<file path="config.mk">
export PLATFORM = sky130hd
export DESIGN_NAME = fab_clr_seq
export DESIGN_NICKNAME = d
export VERILOG_FILES = /design/src/rtl/fcs_pkg.sv /design/src/rtl/fcs_sync.sv /design/src/rtl/fcs_edge.sv /design/src/rtl/fcs_tick_timer.sv /design/src/rtl/fab_clr_seq.sv
export SDC_FILE = /design/constraint.sdc
export NUM_CORES = 1
export LEC_CHECK = 0
export BUFFER_PORTS_ARGS = -buffer_cell sky130_fd_sc_hd__buf_2
export CAP_MARGIN = 20
export CORE_ASPECT_RATIO = 0.9
export CORE_UTILIZATION = 50
export DETAILED_ROUTE_END_ITERATION = 16
export GPL_TIMING_DRIVEN = 0
export PLACE_DENSITY_LB_ADDON = 0.12
export SYNTH_ARGS = -nofsm -noshare
export SYNTH_HDL_FRONTEND = slang
export SYNTH_HIERARCHICAL = 1
export SYNTH_SLANG_ARGS = --single-unit
</file>
<file path="constraint.sdc">
create_clock -name clk_i -period 2.85 [get_ports clk_i]
set_input_delay 0.4275 -clock clk_i [delete_from_list [all_inputs] [get_ports clk_i]]
set_output_delay 0.4275 -clock clk_i [all_outputs]
set_load 0.05 [all_outputs]
</file>
<file path="src/rtl/fcs_pkg.sv">
package fcs_pkg;
  typedef enum logic [2:0] {
    ST_IDLE, ST_ARM, ST_CLEAR, ST_INIT_WAIT, ST_READY, ST_FAIL
  } fcs_state_e;

  typedef enum logic [1:0] {
    ERR_NONE     = 2'd0,
    ERR_ARM_TMO  = 2'd1,
    ERR_RELEASE  = 2'd2,
    ERR_INIT_TMO = 2'd3
  } fcs_err_e;
endpackage

</file>
<file path="src/rtl/fcs_sync.sv">
module fcs_sync #(
  parameter int STAGES = 2
) (
  input  logic clk_i,
  input  logic rst_ni,
  input  logic d_i,
  output logic q_o
);
  logic [STAGES-1:0] pipe_q;

  always_ff @(posedge clk_i or negedge rst_ni) begin
    if (!rst_ni) pipe_q <= '0;
    else         pipe_q <= {pipe_q[STAGES-2:0], d_i};
  end

  assign q_o = pipe_q[STAGES-1];
endmodule

</file>
<file path="src/rtl/fcs_edge.sv">
module fcs_edge (
  input  logic clk_i,
  input  logic rst_ni,
  input  logic lvl_i,
  output logic rise_o
);
  logic prev_q;

  always_ff @(posedge clk_i or negedge rst_ni) begin
    if (!rst_ni) prev_q <= 1'b0;
    else         prev_q <= lvl_i;
  end

  assign rise_o = lvl_i & ~prev_q;
endmodule

</file>
<file path="src/rtl/fcs_tick_timer.sv">
module fcs_tick_timer #(
  parameter int LIMIT = 5,
  localparam int W = $clog2(LIMIT + 1)
) (
  input  logic clk_i,
  input  logic rst_ni,
  input  logic clr_i,
  input  logic tick_i,
  output logic hit_o
);
  logic [W-1:0] cnt_q;

  assign hit_o = (cnt_q == W'(LIMIT));

  always_ff @(posedge clk_i or negedge rst_ni) begin
    if (!rst_ni)                cnt_q <= '0;
    else if (clr_i)             cnt_q <= '0;
    else if (tick_i && !hit_o)  cnt_q <= cnt_q + 1'b1;
  end
endmodule

</file>
<file path="src/rtl/fab_clr_seq.sv">
module fab_clr_seq
  import fcs_pkg::*;
#(
  parameter int TIMEOUT_US  = 1000000,
  parameter int POLL_GAP_US = 5,
  parameter int POLL_TRIES  = 100,
  parameter int SYNC_STAGES = 2,
  localparam int TRY_W = $clog2(POLL_TRIES + 1)
) (
  input  logic       clk_i,
  input  logic       rst_ni,
  input  logic       start_i,
  input  logic       init_i,
  input  logic       us_tick_i,
  output logic       prog_o,
  output logic       busy_o,
  output logic       ready_o,
  output logic       error_o,
  output logic [1:0] err_code_o,
  output logic       clr_sticky_o
);
  fcs_state_e state_q, state_d;
  fcs_err_e   err_q, err_d;
  logic [TRY_W-1:0] tries_q, tries_d;
  logic init_s, init_rise, tmo_hit, gap_hit, gap_clr, tmo_clr;
  logic pulse_q;

  fcs_sync #(.STAGES(SYNC_STAGES)) u_sync (
    .clk_i, .rst_ni, .d_i(init_i), .q_o(init_s)
  );

  fcs_edge u_edge (
    .clk_i, .rst_ni, .lvl_i(init_s), .rise_o(init_rise)
  );

  fcs_tick_timer #(.LIMIT(TIMEOUT_US)) u_tmo (
    .clk_i, .rst_ni, .clr_i(tmo_clr), .tick_i(us_tick_i), .hit_o(tmo_hit)
  );

  fcs_tick_timer #(.LIMIT(POLL_GAP_US)) u_gap (
    .clk_i, .rst_ni, .clr_i(gap_clr), .tick_i(us_tick_i), .hit_o(gap_hit)
  );

  // timeout restarts on every phase change; poll gap restarts after each check
  assign tmo_clr = (state_d != state_q);
  assign gap_clr = (state_q != ST_CLEAR) || gap_hit;

  always_comb begin
    state_d = state_q;
    err_d   = err_q;
    tries_d = tries_q;
    unique case (state_q)
      ST_IDLE, ST_READY, ST_FAIL: begin
        if (start_i) begin
          state_d = ST_ARM;
          err_d   = ERR_NONE;
        end
      end
      ST_ARM: begin
        if (init_s) begin
          state_d = ST_CLEAR;
          tries_d = '0;
        end else if (tmo_hit) begin
          state_d = ST_FAIL;
          err_d   = ERR_ARM_TMO;
        end
      end
      ST_CLEAR: begin
        if (gap_hit) begin
          if (!init_s) begin
            state_d = ST_INIT_WAIT;
          end else if (tries_q == TRY_W'(POLL_TRIES - 1)) begin
            state_d = ST_FAIL;
            err_d   = ERR_RELEASE;
          end else begin
            tries_d = tries_q + 1'b1;
          end
        end
      end
      ST_INIT_WAIT: begin
        if (init_rise) begin
          state_d = ST_READY;
        end else if (tmo_hit) begin
          state_d = ST_FAIL;
          err_d   = ERR_INIT_TMO;
        end
      end
      default: state_d = ST_IDLE;
    endcase
  end

  always_ff @(posedge clk_i or negedge rst_ni) begin
    if (!rst_ni) begin
      state_q <= ST_IDLE;
      err_q   <= ERR_NONE;
      tries_q <= '0;
      pulse_q <= 1'b0;
    end else begin
      state_q <= state_d;
      err_q   <= err_d;
      tries_q <= tries_d;
      pulse_q <= (state_q == ST_INIT_WAIT) && (state_d == ST_READY);
    end
  end

  assign prog_o       = (state_q != ST_CLEAR);
  assign busy_o       = (state_q == ST_ARM) || (state_q == ST_CLEAR) ||
                        (state_q == ST_INIT_WAIT);
  assign ready_o      = (state_q == ST_READY);
  assign error_o      = (state_q == ST_FAIL);
  assign err_code_o   = err_q;
  assign clr_sticky_o = pulse_q;
endmodule

</file>
==> metrics.md <==
| Metric | Value |
|---|---|
| Die H | 67.6 um |
| I/O Pins | 12 |
| Number of synthesized register bits | 39 |
| Number of global-route vias before repair | 1681 |
| # diodes | 0 |
| DRC viols | 0 |
| DR vias | 1916 |
| Critical Path AT | 2.78 ns |
| DRT Pass-1 Iters | 5 |
| Number of port buffers | 11 |
| Layout cells sized above 1 | 16.9% |
| Met1 Use GR | 31.8% |
| Initial antenna violation count | 0 |
| Clock latency on the worst-skew pair | 0.29 ns |
| Area Overhead vs Synth | 11.2% |
| Number of cell rows | 23 |
| DIE AREA | 5070 sq um |
| Starting DRT DRC Count | 108 |
| Status | finished, final reports clean |
| DP HPWL | 3480 um |
| Setup Slack @ Placement | -0.547 ns |
| GR Overflow Total | 0 |
| Crit path kind | reg -> reg |
| Total power | 1.96 mW |
| Worst Path Max Fanout | 10 |
| Post-synth EDFFs | 0 |
| Post-synthesis sequential area ratio | 40.8% |
| Sequential power share | 34.5% |
| Synth Flop Type | dfrtp_1 |
| VDD IR max | 390 uV |
| Global route hottest layer | met1 |
| Clock transition at the registers of the reported paths | 0.08 ns |
| CTS buffer count | 5 |
| Remaining antenna violation count | 0 |
| Switching Share | 39.4% |
| Core ar. | 4520 sq um |
| H-tree depth | 2 |
| Max incr delay on CP | 0.58 ns |
| Worst Hold Launch | init_i |
| Critical path startpoint | u_tmo/cnt_q[11] |
| CTS Sinks | 39 |
| CTS root buf | clkbuf_8 |
| Lkg Pwr | 1.18 nW |
| Worst relative slew slack | 41.9% |
| Setup ws final | 0.238 ns |
| Most used cell, CP | o21ai_0 |
| Least-Margin Pin Slew | 0.872 ns |
| Net switching power | 0.773 mW |
| Fin. max-slew vios | 0 |
| GR Util All Layers | 21.3% |
| CTS tree | yes |
| Hold Path Class | in -> reg |
| Int Power | 1.19 mW |
| Share of synthesized registers carrying an async set or reset | 100% |
| CP delay by family, top | simple AND/OR/NAND/NOR gates |
| Final setup violation count | 0 |
| Max Clock Freq | 383 MHz |
| Syn_area_per_cell | 9.49 sq um |
| Power Dens Cells | 738 nW/um^2 |
| Drt wl/cell | 14.4 um |
| Mapped Nets | 262 |
| RSZ-0062 raised after global routing | false |
| CTS max path bufs | 2 |
| Pin count of the biggest net entering global routing | 40 |
| Max-cap violation count | 0 |
| Crit end category | register |
| GR Util met3 | 5.37% |
| Final hold vios | 0 |
| Clock Power Share | 24.4% |
| Cell Area, Synth | 2390 sq um |
| Vias per cell | 5.74 |
| Max stage delay cell, worst path | or4b_1 |
| Post-Syn Instances | 252 |
| Final period util | 91.7% |
| Final GP Congestion | 0.827 |
| Final nets | 281 |
| Tmin final | 2.61 ns |
| Crit-path cells | or4b_1 -> nor3_4 -> and2_2 -> o21ai_0 -> o21ai_0 -> a22o_2 -> clkbuf_4 -> nor2_1 -> mux2_1 |
| Final Skew | 0.00432 ns |
| Worst EP required | 3.02 ns |
| First-pass GRT wire length | 7990 um |
| Comb power frac | 41.1% |
| Routed wire length | 4810 um |
| CP startpoint kind | register |
| Die span in x | 74.9 um |
| Buffers & Inverters on Critical Path | 1 |
| Initial core utilization | 52.9% |
| Reg2reg start | u_tmo/cnt_q[11] |
| Synth Warn # | 6 |
| GR Util met2 | 30.3% |
| Post-synthesis cell type count | 58 |
| Util after Layout | 58.9% |
| Setup TNS | 0 ns |
[sequential cells by signal, summed over array words and instances, names as in the netlist]
register / flops
clr_sticky_o: 1
err_code_o: 2
state_q: 3
tries_q: 7
u_edge/prev_q: 1
u_gap/cnt_q: 3
u_sync/pipe_q: 2
u_tmo/cnt_q: 20
[synth_stat cells, types with 3 or more instances]
library cell | instances | share of area, %
ha_1 | 5 | 2.6
nand2b_1 | 10 | 2.6
nand3_1 | 9 | 1.9
and4_1 | 3 | 1.1
a21oi_1 | 17 | 3.6
xor2_1 | 5 | 1.8
nor2_1 | 25 | 3.9
and3_1 | 6 | 1.6
nand2_1 | 23 | 3.6
mux2i_1 | 5 | 2.1
clkbuf_1 | 6 | 0.94
inv_1 | 8 | 1.3
dfrtp_1 | 39 | 41
nor2b_1 | 7 | 1.8
nand4_1 | 9 | 2.4
o21ai_0 | 11 | 2.3
o31ai_1 | 5 | 1.6
or3_1 | 4 | 1.0
or4_1 | 5 | 1.6
[routing by layer]
layer | part of all wire [%] | up-vias
met5 | 0 | -
met4 | 0.60 | 0
met3 | 3.6 | 2
met2 | 44 | 35
met1 | 52 | 911
li1 | - | 968
[stage by stage]
| step | hold WS (ns) | std cells | cell area, sq um |
|---|---|---|---|
| 4_1_cts | 0.229 | 332 | 2650 |
| 3_5_place_dp | 0.335 | 325 | 2520 |
| 6_report | 0.242 | 334 | 2660 |
| 2_1_floorplan | 0.132 | 252 | 2390 |
| 3_3_place_gp | 0.333 | 325 | 2520 |
| 5_1_grt | 0.222 | 334 | 2660 |
[layout make-up]
| type | count | area [sq um] |
|---|---|---|
| inverters | 8 | 30.0 |
| well taps | 62 | 77.6 |
| repair buffers | 13 | 70.1 |
| fillers | 409 | 1860 |
| multi-input cells | 198 | 1360 |
| clock inverters | 2 | 35.0 |
| flip-flops and latches | 39 | 976 |
| plain buffers | 6 | 28.8 |
| clock buffers | 6 | 82.6 |
[placed cells by master (no fill, tap or decap), types with 2 or more instances in the layout]
cell type,instances
mux2_4,2
o21ai_0,11
nand2_1,23
and2_1,2
nand4_1,9
or3b_1,2
ha_1,5
o22ai_1,2
nor3_4,2
xor2_1,5
or3_1,4
a31o_2,2
mux2i_1,5
nand2b_1,10
and4_1,3
or4_1,5
a21oi_1,17
inv_1,8
clkbuf_8,6
nor2b_1,7
nor2_1,25
nor3_2,2
mux2_1,2
and3_1,6
clkbuf_1,3
buf_2,12
and2_2,2
dfrtp_1,39
nand3_1,9
buf_4,2
mux2_2,2
o31ai_1,5
[worst register-to-register path: stages (launching register included)]
cell and delay, ns:
dfrtp_1 0.43, or4b_1 0.58, nor3_4 0.24, and2_2 0.22
o21ai_0 0.08, o21ai_0 0.18, a22o_2 0.20, clkbuf_4 0.20
nor2_1 0.06, mux2_1 0.30
[timing repair]
item / in CTS / in global routing
hold buffers: 0 / 0
hold endpoints to repair: 0 / 0
resized for setup: 4 / 0
endpoints found under the setup margin: 18 / 16
pin swaps: 0 / 2
buffers inserted: 0 / 2
[worst paths after layout]
path / end / slack (ns) / cells past startpoint
min in group asynchronous: tries_q[0] / 0.25 / 1
hold reg to reg: u_sync/pipe_q[1] / 0.35 / 0
setup / recovery: u_tmo/cnt_q[9] / 0.24 / 9
max in group asynchronous: u_tmo/cnt_q[11] / 2.06 / 1
setup reg to reg: u_tmo/cnt_q[9] / 0.24 / 9
hold / removal: u_sync/pipe_q[0] / 0.24 / 1
[cell families (layout without fill, tap and decap cells)]
group	after synthesis	in the layout	share of synthesized area, %
adders and majority gates	5	5	2.62
buffers and inverters	15	35	2.41
AOI/OAI and AO/OA	54	54	16.1
and+or+nand+nor	123	123	31.1
DFF	39	39	40.8
xor gates and xnor gates	5	5	1.83
muxes	11	11	5.23
[power by group through the flow]
stage | Clock [mW] | Sequential, mW | Combinational [mW]
6_report | 0.479 | 0.677 | 0.806
5_1_grt | 0.510 | 0.688 | 0.892
4_1_cts | 0.495 | 0.677 | 0.779
3_5_place_dp | 0 | 0.688 | 0.770
3_3_place_gp | 0 | 0.686 | 0.758
2_1_floorplan | 0 | 0.723 | 0.551
(Power assumes the default switching activity.)
